==> src/rtl/tcap_pkg.sv <==
package tcap_pkg;
  localparam int CH_BITS = 3;

  // Per-channel control field; LSB is rise enable.
  typedef struct packed {
    logic irq_en;
    logic fall_en;
    logic rise_en;
  } chan_ctl_t;
endpackage

==> src/rtl/tcap_edge_det.sv <==
module tcap_edge_det #(
  parameter int STAGES = 2
) (
  input  logic clk,
  input  logic rst_n,
  input  logic async_in,
  output logic rise,
  output logic fall
);
  logic [STAGES-1:0] chain;
  logic              last_q;

  genvar i;
  generate
    for (i = 0; i < STAGES; i++) begin : g_sync
      always_ff @(posedge clk or negedge rst_n) begin
        if (!rst_n) chain[i] <= 1'b0;
        else if (i == 0) chain[i] <= async_in;
        else chain[i] <= chain[(i == 0) ? 0 : i-1];
      end
    end
  endgenerate

  always_ff @(posedge clk or negedge rst_n) begin
    if (!rst_n) last_q <= 1'b0;
    else        last_q <= chain[STAGES-1];
  end

  assign rise = chain[STAGES-1] & ~last_q;
  assign fall = ~chain[STAGES-1] & last_q;
endmodule

==> src/rtl/tcap_channel.sv <==
module tcap_channel
  import tcap_pkg::*;
#(
  parameter int CW = 32,
  parameter int STAGES = 2
) (
  input  logic          clk,
  input  logic          rst_n,
  input  logic          async_in,
  input  chan_ctl_t     ctl,
  input  logic [CW-1:0] count_in,
  input  logic          clr,
  output logic [CW-1:0] cap_q,
  output logic          flag_q
);
  logic rise, fall, event_hit;

  tcap_edge_det #(.STAGES(STAGES)) u_edge (
    .clk(clk), .rst_n(rst_n), .async_in(async_in), .rise(rise), .fall(fall)
  );

  assign event_hit = (rise & ctl.rise_en) | (fall & ctl.fall_en);

  always_ff @(posedge clk or negedge rst_n) begin
    if (!rst_n)         cap_q <= '0;
    else if (event_hit) cap_q <= count_in;
  end

  // A new event takes priority over a clear in the same cycle.
  always_ff @(posedge clk or negedge rst_n) begin
    if (!rst_n)                        flag_q <= 1'b0;
    else if (event_hit && ctl.irq_en)  flag_q <= 1'b1;
    else if (clr)                      flag_q <= 1'b0;
  end
endmodule

==> src/rtl/tcap_unit.sv <==
module tcap_unit
  import tcap_pkg::*;
#(
  parameter int NCH = 4,
  parameter int CW = 32,
  parameter int SYNC_STAGES = 2
) (
  input  logic                   clk,
  input  logic                   rst_n,
  input  logic [CW-1:0]          count_in,
  input  logic [NCH-1:0]         cap_in,
  input  logic                   ctl_wr,
  input  logic [NCH*CH_BITS-1:0] ctl_wdata,
  output logic [NCH*CH_BITS-1:0] ctl_q,
  input  logic                   flag_clr,
  input  logic [NCH-1:0]         flag_clr_mask,
  output logic [NCH*CW-1:0]      cap_vals,
  output logic [NCH-1:0]         flags,
  output logic                   irq
);
  localparam int CTLW = NCH * CH_BITS;

  logic [CTLW-1:0] ctl_r;

  always_ff @(posedge clk or negedge rst_n) begin
    if (!rst_n)      ctl_r <= '0;
    else if (ctl_wr) ctl_r <= ctl_wdata;
  end
  assign ctl_q = ctl_r;

  genvar n;
  generate
    for (n = 0; n < NCH; n++) begin : g_ch
      tcap_channel #(.CW(CW), .STAGES(SYNC_STAGES)) u_ch (
        .clk     (clk),
        .rst_n   (rst_n),
        .async_in(cap_in[n]),
        .ctl     (chan_ctl_t'(ctl_r[n*CH_BITS +: CH_BITS])),
        .count_in(count_in),
        .clr     (flag_clr & flag_clr_mask[n]),
        .cap_q   (cap_vals[n*CW +: CW]),
        .flag_q  (flags[n])
      );
    end
  endgenerate

  assign irq = |flags;
endmodule

==> config.mk <==
export PLATFORM = sky130hd
export DESIGN_NAME = tcap_unit
export DESIGN_NICKNAME = d
export VERILOG_FILES = /design/src/rtl/tcap_pkg.sv /design/src/rtl/tcap_edge_det.sv /design/src/rtl/tcap_channel.sv /design/src/rtl/tcap_unit.sv
export SDC_FILE = /design/constraint.sdc
export NUM_CORES = 1
export LEC_CHECK = 0
export CAP_MARGIN = 20
export CORE_MARGIN = 1.5
export CORE_UTILIZATION = 40
export DETAILED_ROUTE_END_ITERATION = 7
export GPL_TIMING_DRIVEN = 0
export PLACE_DENSITY = 0.72
export SETUP_SLACK_MARGIN = 0.05
export SLEW_MARGIN = 10
export SYNTH_ARGS = -nofsm -noshare
export SYNTH_HDL_FRONTEND = slang
export SYNTH_SLANG_ARGS = --single-unit
export TNS_END_PERCENT = 50
==> constraint.sdc <==
create_clock -name clk -period 2.23 [get_ports clk]
set_input_delay 0.3345 -clock clk [delete_from_list [all_inputs] [get_ports clk]]
set_output_delay 0.3345 -clock clk [all_outputs]
set_load 0.01 [all_outputs]
==> qor.csv <==
metric,value,unit
status,completed,
Clk pwr share,0.308,
n_diodes,0,
pwr dens,1040,mW/mm^2
VDD IR max,0.530,mV
worst hold path class,reg2reg,
first-pass GRT wire length,20900,um
clk_lat worst skew,0.41,ns
# setup viols final,0,
P_leak,3.61,nW
Via density,4.82,
Setup Crit Path Kind,reg2out,
Ports,201,
DR iter-0 viols,134,
"non-filler cells, final",747,
maximum clock insertion buffer count,2,
Die H,123,um
worst relative slew slack,0.600,
DR pass1 iterations,4,
"Slew Viols, Final",0,
Clock Sinks,156,
max_cap viols,0,
crit-path max cell delay,0.52,ns
Placed Cells,715,
CP Data Arrival Time,1.50,ns
Power Total,9.02,mW
Finished Core Util,0.618,
RSZ-0062 raised after global routing,false,
FF-to-FF setup slack,0.67,ns
Critical Path End Type,output pin,
CORE AREA,0.0140,mm^2
via count,3598,
Starting Density,0.414,
Worst Path Buf+Inv,1,
Worst Max-Slew Pin Slew,0.600,ns
gp weighted congestion,0.791,
post-synthesis register bit count,156,
initial antenna violation count,0,
H-tree levels,4,
Port Buffers,200,
fin nets,611,
Unique masters post-synth,11,
final wirelength,13300,um
"Setup Fix Bufs, Post-CTS",0,
CP max FO,3,
syn nets,390,
"Cell Area, Synth",0.00579,mm^2
P_int,6.76,mW
largest net degree at the start of global routing,82,
hold_ws,0.350,ns
clk_skew,0.00524,ns
GRT Overall Usage,0.185,
Remaining DRCs,0,
"Slowest-stage cell, CP",or4_1,
routed len/inst,17.8,um
sequential fraction of the synthesis area,0.674,
Syn Inst Count,334,
Layout area overhead,49.3,%
Final ANT Viol Nets,0,
CTS Buf Count,17,
Switching Share,0.251,
final hold violations,0,
CTS tree,built,
worst-path cell chain,or4_1 -> dlymetal6s2s_1,
Avg Inst Size Synth,17.3,um^2
sequential share of power,0.416,
vias in the first global route,3959,
Psw,2.27,mW
Final Cycle Share,0.822,
required time of the critical path,1.90,ns
YS warnings,0,
FP Rows,43,
minimum clock period,1.83,ns
share of cells above drive strength 1,0.337,
grt ovf,0,
Clock Pin Slew Worst Setup and Hold Paths,0.06,ns
Clock Root Buffer,clkbuf_16,
Die ar.,0.0152,mm^2
Startpoint Class,flop,
Die Width,123,um
"delay-heaviest family, CP",simple AND/OR/NAND/NOR gates,
highest clock rate,0.546,GHz
HPWL Detailed,9330,um
Combinational Power Share,0.276,
[cell families (layout without fill, tap and decap cells)]
| kind of cell | after synthesis | count (layout) | synth area share |
|---|---|---|---|
| flops | 156 | 156 | 0.674 |
| mux | 140 | 140 | 0.272 |
| buf+inv | 17 | 250 | 0.0294 |
| simple gates | 13 | 13 | 0.0110 |
| compound gates | 8 | 8 | 0.0128 |
[synth_stat cells]
| cell type | number | share of area |
|---|---|---|
| dfrtp_1 | 156 | 0.67 |
| mux2_2 | 140 | 0.27 |
| buf_6 | 12 | 0.023 |
| nand2_1 | 9 | 0.0058 |
| a22o_1 | 4 | 0.0061 |
| buf_4 | 4 | 0.0052 |
| nand3b_1 | 3 | 0.0039 |
| o21ai_2 | 3 | 0.0045 |
| buf_2 | 1 | 0.00086 |
| o22ai_2 | 1 | 0.0022 |
| or4_1 | 1 | 0.0013 |
[stage by stage]
stage / worst slack [ns] / area [um^2] / setup TNS, ns
floorplan: 0.846 / 5790 / 0
global placement: -5.13 / 8020 / -797.63
detailed placement: 0.504 / 8050 / 0
CTS: 0.0548 / 8640 / 0
global route: 0.322 / 8640 / 0
finish: 0.397 / 8640 / 0
[worst reg2reg max path, cell delays in order (launching register included)]
cell	delay [ns]
dfrtp_1	0.38
nand2_1	0.08
o21ai_2	0.39
buf_6	0.25
mux2_2	0.35
[timing repair]
| item | 4_1_cts | 5_1_grt |
|---|---|---|
| endpoints found under the hold margin | 80 | 0 |
| hold buffers | 1 | 0 |
| resized for setup | 0 | 1 |
| setup endpoints to repair | 0 | 1 |
[flip-flops by register name (all words and copies together) (netlist names)]
register                 cells
g_ch.u_ch.cap_q            128
ctl_q                       12
g_ch.u_ch.u_edge.chain       8
g_ch.u_ch.flag_q             4
g_ch.u_ch.u_edge.last_q      4
[area by class of cell]
class / instances / area (um^2)
Sequential cell: 156 / 3900
Clock buffer: 24 / 492
Clock inverter: 7 / 87.6
Multi-Input combinational cell: 161 / 1710
Tap cell: 180 / 225
Timing Repair Buffer: 202 / 2050
Buffer: 17 / 170
Fill cell: 1092 / 5350
[worst paths after layout]
path / from / to / cells after the start
min in group asynchronous: rst_n / g_ch[1].u_ch.cap_q[8] / 2
max: g_ch[1].u_ch.flag_q / irq / 2
min: g_ch[2].u_ch.u_edge.chain[0] / g_ch[2].u_ch.u_edge.chain[1] / 0
max reg2reg: ctl_q[6] / g_ch[2].u_ch.cap_q[27] / 4
min reg2reg: g_ch[2].u_ch.u_edge.chain[0] / g_ch[2].u_ch.u_edge.chain[1] / 0
max in group asynchronous: rst_n / g_ch[3].u_ch.cap_q[24] / 3
[cell usage in the layout, fill, tap and decap left out, drive strengths merged]
cell             n
o21ai            3
mux2           140
dfrtp          156
nand3b           3
buf             19
a22o             4
clkbuf          24
o22ai            1
clkinv           4
nand2            9
clkdlybuf4s50  198
or4              1
bufinv           2
dlymetal6s2s     1
clkinvlp         1
dlygate4sd3      1
[power groups by stage]
| stage | clock network [mW] | registers, mW | logic [mW] |
|---|---|---|---|
| after global placement | 0 | 3.76 | 2.48 |
| after floorplan | 0 | 4.02 | 0.707 |
| after global routing | 3.00 | 3.83 | 2.67 |
| after CTS | 2.87 | 3.76 | 2.54 |
| after detailed placement | 0 | 3.80 | 2.52 |
| final | 2.78 | 3.75 | 2.49 |
[per-layer routing]
layer	GRT usage	up-vias	wire [um]
met4	0.0697	0	191
met2	0.303	139	6540
met3	0.0696	17	1120
li1	-	1624	-
met5	0	-	0
met1	0.224	1818	5430
Power figures use the tool's default switching activity.
